==> src/rtl/audclk_pkg.sv <==
package audclk_pkg;
  localparam int RATE_W = 8;
  localparam int DIV_W  = 6;

  typedef struct packed {
    logic [RATE_W-1:0] acc;
    logic              tick;
  } frac_step_t;

  function automatic logic ratio_ok(input logic [RATE_W-1:0] num,
                                    input logic [RATE_W-1:0] den);
    return (num != '0) && (den != '0) && (num <= den);
  endfunction

  function automatic frac_step_t frac_step(input logic [RATE_W-1:0] acc,
                                           input logic [RATE_W-1:0] num,
                                           input logic [RATE_W-1:0] den);
    frac_step_t r;
    logic [RATE_W:0] sum;
    sum = {1'b0, acc} + {1'b0, num};
    if (sum >= {1'b0, den}) begin
      r.tick = 1'b1;
      r.acc  = RATE_W'(sum - {1'b0, den});
    end else begin
      r.tick = 1'b0;
      r.acc  = sum[RATE_W-1:0];
    end
    return r;
  endfunction
endpackage

==> src/rtl/audclk_frac_acc.sv <==
module audclk_frac_acc
  import audclk_pkg::*;
#(
  parameter int W = RATE_W
) (
  input  logic         clk,
  input  logic         rst_n,
  input  logic [W-1:0] num,
  input  logic [W-1:0] den,
  output logic         tick,
  output logic         restart
);
  logic [W-1:0] acc_q;
  logic [W-1:0] num_q;
  logic [W-1:0] den_q;
  logic         valid;
  frac_step_t   step;

  always_comb begin
    restart = (num != num_q) || (den != den_q);
    valid   = ratio_ok(num, den);
    step    = frac_step(acc_q, num, den);
    tick    = valid && !restart && step.tick;
  end

  always_ff @(posedge clk) begin
    if (!rst_n) begin
      acc_q <= '0;
      num_q <= '0;
      den_q <= '0;
    end else if (restart) begin
      acc_q <= '0;
      num_q <= num;
      den_q <= den;
    end else if (valid) begin
      acc_q <= step.acc;
    end
  end
endmodule

==> src/rtl/audclk_mclk_stage.sv <==
module audclk_mclk_stage (
  input  logic clk,
  input  logic rst_n,
  input  logic tick,
  input  logic oe,
  output logic lvl,
  output logic out
);
  always_ff @(posedge clk) begin
    if (!rst_n)    lvl <= 1'b0;
    else if (tick) lvl <= ~lvl;
  end

  assign out = lvl & oe;
endmodule

==> src/rtl/audclk_bit_div.sv <==
module audclk_bit_div
  import audclk_pkg::*;
#(
  parameter int W = DIV_W
) (
  input  logic         clk,
  input  logic         rst_n,
  input  logic         tick,
  input  logic [W-1:0] div,
  output logic         wrap,
  output logic         restart,
  output logic         lvl,
  output logic         en
);
  logic [W-1:0] cnt_q;
  logic [W-1:0] div_q;

  always_comb begin
    restart = (div != div_q);
    wrap    = tick && !restart && (cnt_q == div);
  end

  always_ff @(posedge clk) begin
    if (!rst_n) begin
      cnt_q <= '0;
      div_q <= '0;
      lvl   <= 1'b0;
      en    <= 1'b0;
    end else begin
      en <= 1'b0;
      if (restart) begin
        cnt_q <= '0;
        div_q <= div;
      end else if (wrap) begin
        cnt_q <= '0;
        lvl   <= ~lvl;
        en    <= ~lvl;
      end else if (tick) begin
        cnt_q <= cnt_q + 1'b1;
      end
    end
  end
endmodule

==> src/rtl/audclk_gen.sv <==
module audclk_gen
  import audclk_pkg::*;
#(
  parameter int RW = RATE_W,
  parameter int DW = DIV_W
) (
  input  logic          clk,
  input  logic          rst_n,
  input  logic [RW-1:0] rate_num,
  input  logic [RW-1:0] rate_den,
  input  logic [DW-1:0] bit_div,
  input  logic          mclk_oe,
  output logic          mclk_tick,
  output logic          mclk_out,
  output logic          bclk_en,
  output logic          bclk_out
);
  logic frac_tick;
  logic ratio_restart;
  logic mclk_lvl;
  logic bit_wrap;
  logic div_restart;

  audclk_frac_acc #(.W(RW)) frac_i (
    .clk     (clk),
    .rst_n   (rst_n),
    .num     (rate_num),
    .den     (rate_den),
    .tick    (frac_tick),
    .restart (ratio_restart)
  );

  audclk_mclk_stage mclk_i (
    .clk   (clk),
    .rst_n (rst_n),
    .tick  (frac_tick),
    .oe    (mclk_oe),
    .lvl   (mclk_lvl),
    .out   (mclk_out)
  );

  audclk_bit_div #(.W(DW)) bdiv_i (
    .clk     (clk),
    .rst_n   (rst_n),
    .tick    (frac_tick),
    .div     (bit_div),
    .wrap    (bit_wrap),
    .restart (div_restart),
    .lvl     (bclk_out),
    .en      (bclk_en)
  );

  assign mclk_tick = frac_tick;
endmodule

==> config.mk <==
export PLATFORM = sky130hd
export DESIGN_NAME = audclk_gen
export DESIGN_NICKNAME = d
export VERILOG_FILES = /design/src/rtl/audclk_pkg.sv /design/src/rtl/audclk_frac_acc.sv /design/src/rtl/audclk_mclk_stage.sv /design/src/rtl/audclk_bit_div.sv /design/src/rtl/audclk_gen.sv
export SDC_FILE = /design/constraint.sdc
export NUM_CORES = 1
export LEC_CHECK = 0
export BUFFER_PORTS_ARGS = -buffer_cell sky130_fd_sc_hd__buf_2
export CORE_MARGIN = 5
export CORE_UTILIZATION = 35
export DETAILED_ROUTE_END_ITERATION = 10
export PLACE_DENSITY = 0.5
export SYNTH_ARGS = -nofsm -noshare
export SYNTH_HDL_FRONTEND = slang
export SYNTH_HIERARCHICAL = 1
export SYNTH_SLANG_ARGS = --single-unit
==> constraint.sdc <==
create_clock -name clk -period 5.49 [get_ports clk]
set_input_delay 1.098 -clock clk [delete_from_list [all_inputs] [get_ports clk]]
set_output_delay 1.098 -clock clk [all_outputs]
set_load 0.01 [all_outputs]
==> results of run 1 <==
## cell type report
cell class	instances	area, sq um	area share [%]
inverter	13	48.8	1.65
multi-input combinational	220	1730	58.4
sequential	39	781	26.4
tap	99	124	4.19
timing repair buffer	31	163	5.50
clock buffer	5	68.8	2.33
clock inverter	3	43.8	1.48
## sequential cells by signal (all words and copies together), names as in the netlist
signal,cells
frac_i/den_q,8
frac_i/num_q,8
bdiv_i/div_q,6
bdiv_i/lvl,1
frac_i/acc_q,8
mclk_i/lvl,1
bdiv_i/cnt_q,6
bdiv_i/en,1
## worst max path at each step
stage	startpoint	to	slack (ps)
after floorplan	rate_num[2]	bdiv_i/cnt_q[0]$_SDFFE_PP0P_	750
after global placement	rate_num[0]	mclk_tick	410
after detailed placement	rate_num[2]	mclk_tick	310
after CTS	rate_num[2]	mclk_tick	290
after global routing	rate_num[2]	mclk_tick	80
final	rate_num[0]	mclk_tick	340
## per-layer routing
metal / routed length (um) / share of wire [%] / vias to the layer above / GRT usage (%)
met3: 164 / 2.8 / 8 / 2.50
met5: 0 / 0 / - / 0
met1: 3050 / 52 / 916 / 19.6
li1: - / - / 1054 / -
met2: 2510 / 43 / 26 / 20.8
met4: 102 / 1.8 / 0 / 4.62
## through the flow
stage          worst slack, ps  utilization, %  instance area, sq um  cells
4_1_cts                    289            40.9                  2950    410
3_3_place_gp               414            39.4                  2840    402
5_1_grt                   84.4            41.0                  2960    410
2_1_floorplan              753               -                  2580    277
3_5_place_dp               307            39.4                  2840    402
6_report                   335            41.0                  2960    410
## where the power goes
group	switching [uW]	internal [uW]
combinational	77.2	61.4
sequential	3.56	291
clock	106	135
total	187	488
==> qor.csv, run 1 <==
metric,value,unit
outcome,"complete, no violations",
Max Buffers Root-to-Sink,2,
max_cap viols,0,
CTS tree,built,
worst min path class,reg -> reg,
GP Congestion,0.878,
Post-CTS Setup Repair Bufs,0,
crit path max fanout,6,
Final setup viols,0,
Chip Width,95.9,um
drt wl/cell,14.2,um
largest net degree at the start of global routing,27,
Worst Reg-to-Reg Cells,15,
hold slack final,480,ps
"commonest non-fill, non-tap cell in the layout",dfxtp_1,
critical path's top delay family,compound AO/OA/AOI/OAI gates,
area grow syn2layout,14.4,%
slew at the pin with the worst max-slew slack,517,ps
hpwl dp,4620,um
crit path buf inv count,2,
pins over their slew limit,0,
Hold Path Cell Cnt,1,
FP Rows,31,
number of detailed-route iterations in the first pass,4,
CP arrival,4060,ps
Clock Skews,5.41,ps
root buffer cell,clkbuf_8,
peak per-stage delay on the critical path,440,ps
antenna violations before repair,0,
post-DR vias/cell,4.89,
Hold EP,bdiv_i/en$_SDFF_PP0_,
RSZ-0062 raised after global routing,false,
Die Height,95.9,um
worst reg-to-reg setup slack,1380,ps
Fmax,194,MHz
DRC,0,
CP Capture Type,output port,
share of layout cells above drive strength 1,19.3,%
Mapped Area,0.00258,sq mm
Final Hold Viols,0,
final wirelength,5830,um
most frequent cells in the layout,"dfxtp_1 (39), buf_2 (28), xnor2_1 (27)",
Synth warnings,6,
Worst slew margin,65.2,%
DRT iter0 DRCs,97,
worst hold start,bdiv_i/lvl$_SDFFE_PN0P_,
TritonCTS buffer count,5,
clock-pin slew on the worst setup and hold paths,80,ps
Final #Nets,362,
"Period Utilization, post-route",93.9,%
first-pass GRT wire length,9730,um
# resized after CTS,0,
syn_nets,329,
insertion delay to the later sink of the worst-skew pair,290,ps
Post-Syn Instances,277,
die area,0.00920,sq mm
total core area,0.00721,sq mm
Starting Density,35.8,%
R2R Path Start,frac_i/acc_q[2]$_SDFFE_PP0P_,
CP required,4390,ps
H-tree depth,2,
n_diodes,0,
"Avg Cell Area, Syn",9.32,sq um
clock period minus worst slack,5150,ps
CP Launch Type,input pin,
Post-DRT Antenna Nets,0,
Boundary Pins,29,
vias in the first global route,1943,
gr ovfl total,0,
power per standard cell area,228,mW/mm^2
stages on the worst setup path,13,
Hold Buf Count CTS,0,
crit path kind,in -> out,
CP Cell Sequence,"buf_2, ha_1, fa_1, a211oi_2, o21bai_1, a21oi_1, xnor2_1, ha_1, a211o_1, o311ai_4, nand2_1, and3_1, buf_2",
Port Buf Inserts,28,
CP max-delay cell,fa_1,
total power,675,uW
Fillers,747,
via count,2004,
worst r2r dst,bdiv_i/cnt_q[1]$_SDFFE_PP0P_,
leakage,0.00123,uW
Num Clock Sinks,39,
VDD IR-drop max,0.0953,mV
Tot GR Track Use,13.8,%
TNS Setup,0,ps
Power figures use the tool's default switching activity.
==> run 2: changes to the inputs <==
--- a/config.mk
+++ b/config.mk
@@ -6,10 +6,13 @@
 export NUM_CORES = 1
 export LEC_CHECK = 0
 export BUFFER_PORTS_ARGS = -buffer_cell sky130_fd_sc_hd__buf_2
+export CELL_PAD_IN_SITES_DETAIL_PLACEMENT = 0
+export CELL_PAD_IN_SITES_GLOBAL_PLACEMENT = 1
+export CORE_ASPECT_RATIO = 2
 export CORE_MARGIN = 5
 export CORE_UTILIZATION = 35
 export DETAILED_ROUTE_END_ITERATION = 10
-export PLACE_DENSITY = 0.5
+export PLACE_DENSITY = 0.62
 export SYNTH_ARGS = -nofsm -noshare
 export SYNTH_HDL_FRONTEND = slang
 export SYNTH_HIERARCHICAL = 1
==> run 2 against run 1 <==
Core utilization increased by 0.99 points. Setup slack got worse by 150 ps. Hold slack about the same. Combinational power increased by 4%. Register-to-register slack about the same. Via count increased by 4.5%. Largest cell class unchanged. Routed wire length increased by 18%.
==> qor.csv, run 2 (same netlist as run 1, synthesis figures left out) <==
metric,value,unit
placed insts,395,
Fmax,188,MHz
CP Capture Type,output port,
final std cells w/o fill,405,
Num Clock Sinks,39,
area grow syn2layout,17.2,%
vias in the first global route,2234,
most frequent cells in the layout,"dfxtp_1 (39), buf_2 (28), xnor2_1 (27)",
final wirelength,6860,um
total core area,0.00721,sq mm
Max Buffers Root-to-Sink,2,
Die Height,131,um
CTS tree,built,
crit path max fanout,5,
n_diodes,0,
Tot GR Track Use,15.6,%
slew at the pin with the worst max-slew slack,590,ps
CP Launch Type,input pin,
Port Buf Inserts,28,
Starting Density,35.8,%
total power,772,uW
die area,0.00930,sq mm
VDD IR-drop max,0.135,mV
max_cap viols,0,
Final setup viols,0,
Final Hold Viols,0,
Final #Nets,364,
Fillers,762,
power per standard cell area,255,mW/mm^2
clock-pin slew on the worst setup and hold paths,60,ps
hpwl dp,5680,um
worst min path class,reg -> reg,
leakage,0.00126,uW
"commonest non-fill, non-tap cell in the layout",dfxtp_1,
GP Congestion,0.782,
post-DR vias/cell,5.17,
DRT iter0 DRCs,80,
TritonCTS buffer count,5,
Top Registers,"frac_i/acc_q (8), frac_i/den_q (8), frac_i/num_q (8)",
Post-DRT Antenna Nets,0,
clock period minus worst slack,5310,ps
insertion delay to the later sink of the worst-skew pair,280,ps
Worst slew margin,60.3,%
Boundary Pins,29,
share of layout cells above drive strength 1,20.1,%
H-tree depth,2,
Chip Width,70.7,um
pins over their slew limit,0,
CP required,4390,ps
antenna violations before repair,0,
first-pass GRT wire length,11200,um
drt wl/cell,16.9,um
Clock Skews,5.20,ps
outcome,"complete, no violations",
Hold Path Cell Cnt,2,
DRC,0,
largest net degree at the start of global routing,27,
via count,2094,
crit path kind,in -> out,
TNS Setup,0,ps
"Period Utilization, post-route",96.6,%
root buffer cell,clkbuf_16,
CP arrival,4210,ps
Worst Reg-to-Reg Cells,15,
gr ovfl total,0,
number of detailed-route iterations in the first pass,4,
FP Rows,44,
==> run 2: cell types whose count changed in the layout (fill, tap and decap cells not counted) <==
cell	change
a41oi_1	-1
buf_4	+2
o21ai_1	+1
a41oi_2	+1
clkbuf_16	+5
clkbuf_8	-5
o21ai_0	-1
==> run 2: worst paths after layout <==
path	slack, ps	end	startpoint
worst max-delay path	180	mclk_tick	rate_num[0]
worst min-delay path	480	frac_i/acc_q[7]$_SDFFE_PP0P_	frac_i/acc_q[7]$_SDFFE_PP0P_
worst max register to register	1380	bdiv_i/cnt_q[1]$_SDFFE_PP0P_	frac_i/acc_q[0]$_SDFFE_PP0P_
worst min register to register	480	frac_i/acc_q[7]$_SDFFE_PP0P_	frac_i/acc_q[7]$_SDFFE_PP0P_
==> run 2: cell type report <==
cell class | instances | area (sq um) | area share [%]
Multi-Input combinational cell | 220 | 1730 | 57.3
Sequential cell | 39 | 781 | 25.8
Timing Repair Buffer | 33 | 178 | 5.87
Clock buffer | 5 | 125 | 4.14
Tap cell | 92 | 115 | 3.80
Inverter | 13 | 48.8 | 1.61
Clock inverter | 3 | 43.8 | 1.45
==> run 2: critical path: stages <==
cell      delay [ps]
buf_2            130
ha_1             230
fa_1             440
a211oi_2         300
o21bai_1         130
a21oi_1          180
xnor2_1          200
ha_1             340
a211o_1          320
o311ai_4         310
nand2_1          120
and3_1           250
buf_2            160
==> run 2: per-stage QoR <==
step / hold WS (ps) / util (%) / area (sq um) / setup WS (ps)
3_5_place_dp: 476 / 39.3 / 2830 / 235
5_1_grt: 513 / 41.9 / 3030 / -16.1
2_1_floorplan: 453 / - / 2580 / 753
3_3_place_gp: 476 / 39.3 / 2830 / 214
6_report: 480 / 41.9 / 3030 / 184
4_1_cts: 486 / 41.6 / 3000 / 230
==> run 2: report_power, final <==
part           switching, uW  total (uW)  internal, uW
Clock                    119         333           214
Sequential              3.50         295           292
Combinational           81.2         144          62.6
==> run 2: per-layer routing <==
| layer | up-vias | global-route usage, % | wire length, um | share of wire [%] |
|---|---|---|---|---|
| met5 | - | 0 | 0 | 0 |
| met4 | 0 | 8.16 | 288 | 4.2 |
| met3 | 16 | 2.29 | 195 | 2.8 |
| met2 | 39 | 31.3 | 4110 | 60 |
| met1 | 985 | 14.1 | 2260 | 33 |
| li1 | 1054 | - | - | - |
==> run 2: timing repair <==
| action | CTS | global route |
|---|---|---|
| resized for setup | 0 | 3 |
| buffers inserted | 0 | 2 |
| hold buffers | 0 | 0 |
| setup endpoints to repair | 0 | 1 |
==> run 3: changes to the inputs <==
--- a/config.mk
+++ b/config.mk
@@ -6,13 +6,11 @@
 export NUM_CORES = 1
 export LEC_CHECK = 0
 export BUFFER_PORTS_ARGS = -buffer_cell sky130_fd_sc_hd__buf_2
-export CELL_PAD_IN_SITES_DETAIL_PLACEMENT = 0
-export CELL_PAD_IN_SITES_GLOBAL_PLACEMENT = 1
 export CORE_ASPECT_RATIO = 2
 export CORE_MARGIN = 5
 export CORE_UTILIZATION = 35
 export DETAILED_ROUTE_END_ITERATION = 10
-export PLACE_DENSITY = 0.62
+export PLACE_DENSITY = 0.5
 export SYNTH_ARGS = -nofsm -noshare
 export SYNTH_HDL_FRONTEND = slang
 export SYNTH_HIERARCHICAL = 1
==> run 3 against run 2 <==
Core utilization down 0.33 points. First-iteration DRC count stayed put. Sequential cell count did not move. Cell count shrank 0.49%. Global-route usage grew 0.38 points. Setup slack gained 51 ps. Routed wire length grew 0.52%. Critical endpoint unchanged. Highest routed layer unchanged.
==> qor.csv, run 3 (same netlist as run 1, synthesis figures left out) <==
metric,value,unit
TritonCTS buffer count,5,
CP required,4390,ps
Top Registers,"frac_i/acc_q (8), frac_i/den_q (8), frac_i/num_q (8)",
Max Buffers Root-to-Sink,2,
Clock Skews,4.57,ps
drt wl/cell,17.1,um
FP Rows,44,
crit path kind,in -> out,
first-pass GRT wire length,11500,um
number of detailed-route iterations in the first pass,4,
peak per-stage delay on the critical path,440,ps
gr ovfl total,0,
"commonest non-fill, non-tap cell in the layout",dfxtp_1,
Port Buf Inserts,28,
sw frac,26.7,%
Tot GR Track Use,16.0,%
CP Cell Sequence,"buf_2, ha_1, fa_1, a211oi_2, o21bai_1, a21oi_1, xnor2_1, ha_1, a211o_1, o311ai_4, nand2_1, and3_1, buf_2",
CP arrival,4160,ps
CP Launch Type,input pin,
Final Hold Viols,0,
Post-CTS Setup Repair Bufs,0,
WL met1,2300,um
CTS tree,built,
DRT iter0 DRCs,80,
Die Height,131,um
Hold Buf Count CTS,0,
H-tree depth,2,
root buffer cell,clkbuf_16,
CP max-delay cell,fa_1,
worst min path class,reg -> reg,
clock power share,43.4,%
final wirelength,6900,um
max layer used,met4,
post-DR vias/cell,5.18,
largest net degree at the start of global routing,27,
Hold EP,frac_i/acc_q[2]$_SDFFE_PP0P_,
Worst slew margin,59.3,%
via count,2087,
area grow syn2layout,16.2,%
combinational fraction of design power,18.5,%
clock period minus worst slack,5250,ps
die area,0.00930,sq mm
total core area,0.00721,sq mm
Chip Width,70.7,um
Num Clock Sinks,39,
vias in the first global route,2273,
Hold Path Cell Cnt,2,
TNS Setup,0,ps
Post-Place Cell Area,0.00283,sq mm
most frequent cells in the layout,"dfxtp_1 (39), buf_2 (28), xnor2_1 (27)",
critical path's top delay family,compound AO/OA/AOI/OAI gates,
"Period Utilization, post-route",95.7,%
clock-pin slew on the worst setup and hold paths,60,ps
routed wl met3,219,um
Post-DRT Antenna Nets,0,
max_cap viols,0,
outcome,"complete, no violations",
leakage,0.00125,uW
Starting Density,35.8,%
hpwl dp,5670,um
Net Switching,207,uW
worst r2r dst,bdiv_i/cnt_q[1]$_SDFFE_PP0P_,
worst reg-to-reg setup slack,1330,ps
GP Congestion,0.784,
routed length on met2,4080,um
RSZ-0062 raised after global routing,false,
Final #Nets,362,
pins over their slew limit,0,
crit path buf inv count,2,
antenna violations before repair,0,
Final setup viols,0,
# resized after CTS,0,
power per standard cell area,258,mW/mm^2
Boundary Pins,29,
Flop pwr share,38.1,%
insertion delay to the later sink of the worst-skew pair,290,ps
Worst Reg-to-Reg Cells,15,
n_diodes,0,
VDD IR-drop max,0.141,mV
share of layout cells above drive strength 1,19.3,%
crit path max fanout,5,
slew at the pin with the worst max-slew slack,604,ps
internal cell power,568,uW
Fmax,190,MHz
CP Capture Type,output port,
worst hold start,frac_i/acc_q[2]$_SDFFE_PP0P_,
R2R Path Start,frac_i/acc_q[2]$_SDFFE_PP0P_,
final instance area,0.00300,sq mm
DRC,0,
[run 3: cell count changes in the layout (fill, tap and decap cells not counted)]
cell / previous run / this run
a2111oi_0: 0 / 1
a2111oi_1: 1 / 0
a41oi_1: 0 / 1
a41oi_2: 1 / 0
buf_4: 5 / 3
o21ai_0: 13 / 14
o21ai_1: 2 / 1
[run 3: how the worst max path moves through the flow]
stage / from / end / slack [ps] / cells past startpoint
after floorplan: rate_num[2] / bdiv_i/cnt_q[0]$_SDFFE_PP0P_ / 750 / 17
after global placement: rate_num[0] / mclk_tick / 230 / 13
after detailed placement: rate_num[0] / mclk_tick / 230 / 13
after CTS: rate_num[0] / mclk_tick / 220 / 13
after global routing: rate_num[0] / mclk_tick / 20 / 13
final: rate_num[0] / mclk_tick / 240 / 13
[run 3: final cells by class]
class	instances	area, sq um
repair buffers	31	163
multi-input cells	220	1730
clock inverters	3	43.8
flip-flops and latches	39	781
inverters	13	48.8
well taps	92	115
clock buffers	5	125
fillers	735	4210
[run 3: tightest hold or removal path, cell delays in order (launching register included)]
cell and delay, ps:
dfxtp_1 310, nand2b_1 60, a21boi_0 70
[run 3: power by group through the flow]
| stage | Combinational, uW | Clock, uW | Sequential (uW) |
|---|---|---|---|
| 2_1_floorplan | 94.9 | 0 | 301 |
| 3_3_place_gp | 143 | 0 | 301 |
| 3_5_place_dp | 144 | 0 | 302 |
| 4_1_cts | 145 | 345 | 295 |
| 5_1_grt | 159 | 357 | 296 |
| 6_report | 143 | 337 | 295 |
[run 3: stage by stage]
step                      util, %  power (uW)  worst slack [ps]  instances  hold WS (ps)
after CTS                    41.6         786               219        403           488
after floorplan                 -         396               753        277           453
after detailed placement     39.3         446               226        395           477
after global placement       39.3         445               226        395           475
final                        41.6         775               235        403           486
after global routing         41.6         812              24.6        403           524
[run 3: routing by layer]
metal | vias up | track usage [%]
met5 | - | 0
met4 | 0 | 8.58
met3 | 16 | 2.14
met2 | 47 | 32.1
met1 | 972 | 14.5
li1 | 1052 | -
